<file path="config.mk">
export PLATFORM = sky130hd
export DESIGN_NAME = meas_ctrl_top
export DESIGN_NICKNAME = d
export VERILOG_FILES = /design/src/rtl/mc_pkg.sv /design/src/rtl/mc_regfile.sv /design/src/rtl/mc_rate_div.sv /design/src/rtl/meas_ctrl_top.sv
export SDC_FILE = /design/constraint.sdc
export NUM_CORES = 1
export LEC_CHECK = 0
export CAP_MARGIN = 20
export CORE_MARGIN = 2
export CORE_UTILIZATION = 30
export DETAILED_ROUTE_END_ITERATION = 8
export DONT_BUFFER_PORTS = 1
export HOLD_SLACK_MARGIN = 0.05
export PLACE_DENSITY_LB_ADDON = 0.15
export SYNTH_ARGS = -nofsm -noshare
export SYNTH_HDL_FRONTEND = slang
export SYNTH_SLANG_ARGS = --single-unit
export TNS_END_PERCENT = 10
</file>
<file path="constraint.sdc">
create_clock -name clk -period 2.2 [get_ports clk]
set_input_delay 0 -clock clk [delete_from_list [all_inputs] [get_ports clk]]
set_output_delay 0 -clock clk [all_outputs]
set_load 0.03 [all_outputs]
</file>
<file path="src/rtl/mc_pkg.sv">
// Package: shared addresses, codes and the packed layout of the first control byte.
package mc_pkg;
    localparam int DATA_W = 8;
    localparam int ADDR_W = 4;

    localparam logic [ADDR_W-1:0] ADDR_CTRL1 = 4'h9;
    localparam logic [ADDR_W-1:0] ADDR_CTRL2 = 4'hA;
    localparam logic [ADDR_W-1:0] ADDR_SRPER = 4'hB;
    localparam logic [ADDR_W-1:0] ADDR_IDENT = 4'hD;
    localparam logic [DATA_W-1:0] IDENT_VAL  = 8'hFF;

    localparam int BIT_SRST = 7;
    localparam int BIT_WRAP = 6;
    localparam int BIT_IRQD = 0;

    typedef enum logic [1:0] {
        MODE_STBY = 2'b00,
        MODE_CONT = 2'b01,
        MODE_RSV2 = 2'b10,
        MODE_RSV3 = 2'b11
    } mode_e;

    typedef struct packed {
        logic [1:0] osr;
        logic [1:0] rng;
        logic [1:0] odr;
        logic [1:0] mode;
    } ctrl1_t;
endpackage

</file>
<file path="src/rtl/mc_regfile.sv">
// Module: mc_regfile
// Holds the two control bytes and the set/reset period byte, decodes writes,
// applies the self-clearing soft reset and serves combinational reads.
// Assumes one write per strobe cycle; reads have no side effects.
module mc_regfile
    import mc_pkg::*;
(
    input  logic              clk,
    input  logic              rst_n,
    input  logic              wr_en,
    input  logic [ADDR_W-1:0] addr,
    input  logic [DATA_W-1:0] wdata,
    output logic [DATA_W-1:0] rdata,
    output ctrl1_t            ctrl1,
    output logic              wrap_en,
    output logic              irq_dis,
    output logic [DATA_W-1:0] sr_period
);
    logic wr_c1, wr_c2, wr_per, soft_rst;

    // Write decode, with the soft reset taking precedence inside ctrl2 writes.
    always_comb begin
        wr_c1    = wr_en && (addr == ADDR_CTRL1);
        wr_c2    = wr_en && (addr == ADDR_CTRL2);
        wr_per   = wr_en && (addr == ADDR_SRPER);
        soft_rst = wr_c2 && wdata[BIT_SRST];
    end

    // Register update: hard or soft reset clears everything, else field writes.
    always_ff @(posedge clk) begin
        if (!rst_n || soft_rst) begin
            ctrl1     <= '0;
            wrap_en   <= 1'b0;
            irq_dis   <= 1'b0;
            sr_period <= '0;
        end else begin
            if (wr_c1) ctrl1 <= ctrl1_t'(wdata);
            if (wr_c2) begin
                wrap_en <= wdata[BIT_WRAP];
                irq_dis <= wdata[BIT_IRQD];
            end
            if (wr_per) sr_period <= wdata;
        end
    end

    // Read mux; the soft reset bit is never stored, so it reads as zero.
    always_comb begin
        rdata = '0;
        unique case (addr)
            ADDR_CTRL1: rdata = ctrl1;
            ADDR_CTRL2: begin
                rdata[BIT_WRAP] = wrap_en;
                rdata[BIT_IRQD] = irq_dis;
            end
            ADDR_SRPER: rdata = sr_period;
            ADDR_IDENT: rdata = IDENT_VAL;
            default:    rdata = '0;
        endcase
    end

    p_srst_clears_r8: assert property (@(posedge clk) disable iff (!rst_n)
        (wr_en && addr == ADDR_CTRL2 && wdata[BIT_SRST])
        |=> (ctrl1 == '0 && !wrap_en && !irq_dis && sr_period == '0));

    p_ctrl1_hold_r2: assert property (@(posedge clk) disable iff (!rst_n)
        !(wr_en && (addr == ADDR_CTRL1 || addr == ADDR_CTRL2)) |=> $stable(ctrl1));

    p_per_hold_r9: assert property (@(posedge clk) disable iff (!rst_n)
        !(wr_en && (addr == ADDR_SRPER || addr == ADDR_CTRL2)) |=> $stable(sr_period));
endmodule

</file>
<file path="src/rtl/mc_rate_div.sv">
// Module: mc_rate_div
// Counts base ticks while continuous mode is active and fires a one-cycle
// trigger each data-rate period, latching range and oversampling with it.
// Assumes TICKS_10HZ is a multiple of 20 and at least 40, so every period is
// two ticks or more. A tick in the cycle right after a mode or rate change is lost.
module mc_rate_div #(
    parameter int TICKS_10HZ = 40
) (
    input  logic       clk,
    input  logic       rst_n,
    input  logic       tick_i,
    input  logic       active_i,
    input  logic [1:0] odr_i,
    input  logic [1:0] rng_i,
    input  logic [1:0] osr_i,
    output logic       fire_o,
    output logic [1:0] fire_rng_o,
    output logic [1:0] fire_osr_o
);
    localparam int CNT_W   = $clog2(TICKS_10HZ);
    localparam int PER_10  = TICKS_10HZ;
    localparam int PER_50  = TICKS_10HZ / 5;
    localparam int PER_100 = TICKS_10HZ / 10;
    localparam int PER_200 = TICKS_10HZ / 20;

    logic [CNT_W-1:0] cnt;
    logic [CNT_W-1:0] last_cnt;
    logic [2:0]       prev_cfg;
    logic             restart;

    // Terminal count for the selected rate code.
    always_comb begin
        unique case (odr_i)
            2'b00:   last_cnt = CNT_W'(PER_10 - 1);
            2'b01:   last_cnt = CNT_W'(PER_50 - 1);
            2'b10:   last_cnt = CNT_W'(PER_100 - 1);
            default: last_cnt = CNT_W'(PER_200 - 1);
        endcase
        restart = (prev_cfg != {active_i, odr_i});
    end

    // Divider: held at zero when idle or on a config change, else counts ticks.
    always_ff @(posedge clk) begin
        if (!rst_n) begin
            cnt        <= '0;
            prev_cfg   <= '0;
            fire_o     <= 1'b0;
            fire_rng_o <= '0;
            fire_osr_o <= '0;
        end else begin
            fire_o   <= 1'b0;
            prev_cfg <= {active_i, odr_i};
            if (!active_i || restart) begin
                cnt <= '0;
            end else if (tick_i) begin
                if (cnt == last_cnt) begin
                    cnt        <= '0;
                    fire_o     <= 1'b1;
                    fire_rng_o <= rng_i;
                    fire_osr_o <= osr_i;
                end else begin
                    cnt <= cnt + 1'b1;
                end
            end
        end
    end

    p_trig_cont_r3: assert property (@(posedge clk) disable iff (!rst_n)
        fire_o |-> $past(active_i));

    p_trig_on_tick_r4: assert property (@(posedge clk) disable iff (!rst_n)
        fire_o |-> $past(tick_i));

    p_trig_single_r5: assert property (@(posedge clk) disable iff (!rst_n)
        fire_o |=> !fire_o);

    p_idle_no_count_r10: assert property (@(posedge clk) disable iff (!rst_n)
        !active_i |=> (cnt == '0 && !fire_o));
endmodule

</file>
<file path="src/rtl/meas_ctrl_top.sv">
// Module: meas_ctrl_top
// Measurement mode and rate controller: register bank plus trigger divider.
// Only mode code 01 enables the divider; reserved codes behave as standby.
// Assumes base_tick is a single-cycle pulse far slower than clk.
module meas_ctrl_top
    import mc_pkg::*;
#(
    parameter int TICKS_10HZ = 40
) (
    input  logic       clk,
    input  logic       rst_n,
    input  logic       base_tick,
    input  logic       reg_wr,
    input  logic [3:0] reg_addr,
    input  logic [7:0] reg_wdata,
    output logic [7:0] reg_rdata,
    output logic       meas_trig,
    output logic [1:0] trig_rng,
    output logic [1:0] trig_osr,
    output logic       cont_en,
    output logic [1:0] cfg_odr,
    output logic [1:0] cfg_rng,
    output logic [1:0] cfg_osr,
    output logic       wrap_en,
    output logic       irq_dis,
    output logic [7:0] sr_period
);
    ctrl1_t ctrl1;

    mc_regfile u_regs (
        .clk       (clk),
        .rst_n     (rst_n),
        .wr_en     (reg_wr),
        .addr      (reg_addr),
        .wdata     (reg_wdata),
        .rdata     (reg_rdata),
        .ctrl1     (ctrl1),
        .wrap_en   (wrap_en),
        .irq_dis   (irq_dis),
        .sr_period (sr_period)
    );

    // Field fan-out; reserved mode codes decode to inactive.
    always_comb begin
        cont_en = (mode_e'(ctrl1.mode) == MODE_CONT);
        cfg_odr = ctrl1.odr;
        cfg_rng = ctrl1.rng;
        cfg_osr = ctrl1.osr;
    end

    mc_rate_div #(.TICKS_10HZ(TICKS_10HZ)) u_div (
        .clk        (clk),
        .rst_n      (rst_n),
        .tick_i     (base_tick),
        .active_i   (cont_en),
        .odr_i      (ctrl1.odr),
        .rng_i      (ctrl1.rng),
        .osr_i      (ctrl1.osr),
        .fire_o     (meas_trig),
        .fire_rng_o (trig_rng),
        .fire_osr_o (trig_osr)
    );

    p_srst_standby_r8: assert property (@(posedge clk) disable iff (!rst_n)
        (reg_wr && reg_addr == ADDR_CTRL2 && reg_wdata[BIT_SRST]) |=> (!cont_en && !meas_trig));
endmodule

</file>
# Yosys cells after proc, flatten, opt, wreduce, memory -nomap -nowiden
# Index checks and enable logic that the tools add are counted.
# totals
regBits	32
inputBits	16
output_inout_bits	30
elab_cells	44
# op_classes
add_sub_neg	1
eq_ne	9
mux	7
n_bitwise	3
n_reduce_logical	12
# ops
operator	n
one-hot mux 6 bit (3 select lines)	1
== test 4 bit (second input constant)	4
one-hot mux 5 bit (3 select lines)	1
one-hot mux 1 bit (4 select lines)	2
adder 6 x 1 -> 6 bit (second input constant)	1
== test 6 bit	1
two-way mux 6 bit	1
== test 2 x 1 -> 1 bit (second input constant)	2
logical AND 1 bit	4
inequality test 3 bit	1
inverter 1 bit	3
one-hot mux 1 bit (3 select lines)	1
AND reduction 3 bit	1
OR reduction 3 bit	1
== test 2 bit (second input constant)	1
logical NOT 1 bit	2
logical NOT 2 bit	1
logical OR 1 bit	2
OR reduction 2 bit	1
two-way mux 1 bit	1

# Longest topological paths before layout
# logic_depth
depth_word	5
ltp_mapped	7
depth_no_buf	5

# Cells and area by module
# From an unflattened synthesis, not the netlist that was laid out.
# unflattened
hier_cells	189
area_unflattened_um2	1601.5
# modules_own_cells
module	n_inst	cells_each	area_per_inst_um2
mc_regfile	1	118	939.7
mc_rate_div	1	70	648.1
meas_ctrl_top	1	1	13.8

# Worst setup path before layout
# Ideal clock, no wire load.
# synth_timing
kind	register to register
start	register u_regs.ctrl1[0] (netlist name)
end	register u_div.fire_osr_o[0]
t_arrival_ps	1618
path_slack_ps	510
path_stages_with_launch	5
path_buffers	0
synth_period_minus_slack_ps	1690
cell_sequence	dfxtp_1 -> nor2b_1 -> nand2_1 -> nor4_4 -> mux2i_1
# synth_between
elab_chain_len	5
# synth_lines
element	line_no	text
== test 2 x 1 -> 1 bit *	meas_ctrl_top.sv:45	cont_en = (mode_e'(ctrl1.mode) == MODE_CONT);
net cont_en	meas_ctrl_top.sv:20	output logic cont_en,
inequality test 3 bit / logical NOT 1 bit (equally long branches)	mc_rate_div.sv:39, mc_rate_div.sv:53	
logical OR 1 bit *	mc_rate_div.sv:53	if (!active_i || restart) begin
inverter 1 bit (no source line) *	-	
AND reduction 3 bit (no source line) *	-	
end signal, assigned	mc_rate_div.sv:60	fire_osr_o <= osr_i;
end, declared	mc_rate_div.sv:18	output logic [1:0] fire_osr_o
# Mark *: on every way through the listed nets, which the timed path passes. The rest lies on a longest branch.
# A chain may end at the register's enable or synchronous reset.

# Worst setup path in the final report
# layout_timing
start	register u_regs.ctrl1[2] (netlist name)
end	register u_div.fire_osr_o[1]
# layout_between
elab_chain_len	4
# layout_lines
element	line_no	text
== test 2 bit, or another cell as far along	mc_rate_div.sv:33	unique case (odr_i)
one-hot mux 6 bit (3 select lines) / logical OR 1 bit (equally long branches)	mc_rate_div.sv:33, mc_rate_div.sv:53	
== test 6 bit / inverter 1 bit (equally long branches)	-	
AND reduction 3 bit (no source line) *	-	
# Mark *: on every way between the ends. The rest lies on a longest branch, timed or not.

==> summary by stage <==
Outcome
The flow ran to the end, and the final reports show no timing, DRC or antenna violations.

Placement
Port buffering added 0 buffers. The number of placed instances, taps included, is 241. Detailed placement finished with a half-perimeter wire length of 2.79 mm. At the end of routability-driven placement, the weighted congestion stood at 0.715. The post-place instance area is 1600 um^2. The placement-stage worst setup slack is 0.531 ns.

STA
The max-slew violation total from the final report is 0. In this run the tightest slew margin relative to its limit is about three fifths. The number of failing hold endpoints at the final stage came to 0. Setup repair after global routing left no endpoint under its margin. For this run, the top clock speed supported by timing is 598 MHz.

For the finished layout, the period the worst path requires is 1.67 ns. The setup violation total in the final timing report is 0. The largest clock skew in the final design is 0.00669 ns. For the pin with the worst max-slew slack, the measured transition is 0.603 ns. The worst hold slack across all endpoints is between 0.1 and 0.15 ns. For the final routed database, the setup TNS stands at 0 ns.

The smallest setup slack after layout is 0.527 ns. Of the available clock period, the critical path in the final layout requires 76.0%.

CTS
Clock-pin slew was measured on the worst setup and hold paths at 0.07 ns. The maximum buffer depth of the clock tree is 2. The count of H-tree levels built during CTS is 2. The clock net in this run drives a total of 32 sinks. The cell sitting at the root of the clock tree is a clkbuf_8. The insertion delay of the later-clocked pin in the worst-skew pair is 0.27 ns. The CTS tree is yes. The total CTS buffers is 5.

Floorplanning
The starting density of the core is 31.0%. The number of placement rows is 26. The die extent in x is 76.4 um. 46 I/O pins were placed. The area of the placeable core is around 5100 um^2. From bottom edge to top edge, the die measures 76.4 um. The total die area is slightly below 6000 um^2.

Cells and area
The final layout net count is 207. The final design instance area without fill is 1810 um^2. The commonest non-fill, non-tap cell in the layout is nor2_1. The multi-input combinational cells in the finished layout cover a total of 840 um^2. The final instance count without filler cells is 261. The number of filler cells placed in the layout is 563. The register area is 641 um^2. Measured on the finished design, the core utilization comes to 35.7%.

The growth of design area from synthesis to finish is 14.9%. The fraction of final layout cells sized beyond drive strength 1 is under 10%. The number of antenna diodes in the final layout is 0. In the layout the commonest cells are nor2_1, dfxtp_1, mux2i_1.

Job
The number of max-cap violations is 0.

Power and ir drop
VDD sags by at most between 200 and 300 uV. The proportion of power drawn by the clock network is 39.3%. The cell-internal power is around 0.84 mW.

The share of total power in sequential cells is around 53%. Dividing total power by cell area gives a power density of 616 nW/um^2. The switching fraction of total power is between 20% and 30%. The cell leakage power is 0.682 nW.

Summed over all nets, the switching power comes to 0.277 mW. The final total power is 1.11 mW. The combinational group share of total power is 7.5%.

Logic synthesis
In this run the cell area of the synthesized design comes to about 1600 um^2. In this run, synthesis inferred 0 flip-flops with an integrated enable. The cell accounting for the most synthesized area is dfxtp_1. Ranked by total cell area, the synthesized netlist is headed by dfxtp_1, mux2i_1, nor2_1.

After synthesis, the netlist uses 32 different library cells. The yosys synthesis warning count is 0. Of all flip-flops after synthesis, the portion carrying an async set or reset was 0%.

The fraction of synthesized cell area taken by the top area cell type is 40.7%. The portion of the post-synthesis area used by sequential elements is about two fifths. The average instance area after synthesis is 8.70 um^2. Synthesis produced a netlist with a net count of 198. The number of instances in the synthesized netlist is 181.

In this run, synthesis produced a sequential element count of 32. The most used flip-flop cell after synthesis is dfxtp_1.

Global routing
The maximum number of pins on one net before global-route repair is 19. The initial antenna violation count is 0. The total overflow left after global routing is 0. The via count of the first global-routing pass was roughly 1.2k. The wire length of the first global-routing pass is approximately 6.4 mm. The total routing usage reported by global routing is between 10% and 20%.

Detailed routing
The routed design has between 3 and 4 mm of wire. The vias per cell is 4.66. The detailed-route via count is 1,216.

In this run, the number of DRC markers left after iteration 0 of detailed routing was 35. In this run the remaining antenna-violating nets after routing total 0. After detailed routing, the average wire length per cell comes to 14.5 um. The length of the first detailed-routing pass in iterations is 4. The number of remaining DRC errors is 0.

Worst setup path
The arrival time at the worst endpoint is 1.88 ns. For flop-to-flop paths, the worst setup slack is between 0.5 and 0.6 ns. STA classifies the critical path endpoint as a flop. The required time at the endpoint of the critical path is between 2 and 2.5 ns. STA classifies the critical path startpoint as a flop. The critical path class is flop to flop. The peak fanout along the critical path is 6.

Hold path
The worst hold path belongs to the class input port to flop.
[worst max-delay path, cell delays in order (launching register included)]
cell      delay (ns)
dfxtp_1         0.34
buf_4           0.20
a211oi_1        0.37
o21ai_2         0.16
nor4_4          0.32
mux2i_1         0.22
[kinds of logic after synthesis]
logic type / synth area share [%]
simple gates: 25.9
xor+xnor: 4.37
fa+ha+maj: 0.795
mux: 15.3
flops: 40.7
buf+inv: 5.96
compound gates: 7.00
[layer usage]
metal / wire, um / global-route usage, %
met2: 1920 / 23.1
met3: 267 / 5.21
met5: 0 / 0
met4: 24 / 3.82
met1: 1570 / 16.3
[cell type report]
class / instances / share of cell area [%]
multi-input cells: 134 / 46.4
clock inverters: 3 / 1.04
inverters: 1 / 0.207
well taps: 70 / 4.84
flip-flops and latches: 32 / 35.4
clock buffers: 5 / 3.80
repair buffers: 16 / 8.30
[cell usage after synthesis (2+ instances only)]
| cell | n |
|---|---|
| a21oi_1 | 8 |
| o22ai_1 | 2 |
| dfxtp_1 | 32 |
| buf_2 | 3 |
| nand2b_1 | 3 |
| and2_1 | 5 |
| mux2i_1 | 24 |
| nand3_1 | 2 |
| xor2_1 | 5 |
| clkbuf_1 | 3 |
| nor2_1 | 46 |
| nand2_1 | 19 |
| nand4_1 | 2 |
| buf_4 | 7 |
| nor2b_1 | 3 |
[final timing paths]
path | start | endpoint | depth (start not counted)
worst min-delay path | base_tick | u_div.fire_o | 4
worst min register to register | u_div.cnt[5] | u_div.cnt[5] | 2
worst max register to register | u_regs.ctrl1[2] | u_div.fire_osr_o[1] | 5
worst max-delay path | u_regs.ctrl1[2] | u_div.fire_osr_o[1] | 5
[state kept, by name, summed over array words and instances (netlist names)]
| signal | cells |
|---|---|
| u_div.cnt | 6 |
| u_regs.wrap_en | 1 |
| u_regs.irq_dis | 1 |
| u_regs.ctrl1 | 8 |
| u_div.prev_cfg | 3 |
| u_div.fire_osr_o | 2 |
| u_div.fire_rng_o | 2 |
| u_div.fire_o | 1 |
| u_regs.sr_period | 8 |
[timing repair]
action	in CTS	in global routing
resized for setup	0	0
endpoints found under the hold margin	32	0
setup buffers	0	0
hold buffers	12	0
setup endpoints to repair	0	0
[power by group through the flow]
stage | combinational, mW | clock (mW) | sequential [mW]
CTS | 0.0844 | 0.459 | 0.594
detailed placement | 0.0588 | 0 | 0.607
floorplan | 0.0616 | 0 | 0.604
finish | 0.0831 | 0.438 | 0.594
global route | 0.0919 | 0.491 | 0.594
global placement | 0.0580 | 0 | 0.607
(Power assumes the default switching activity.)
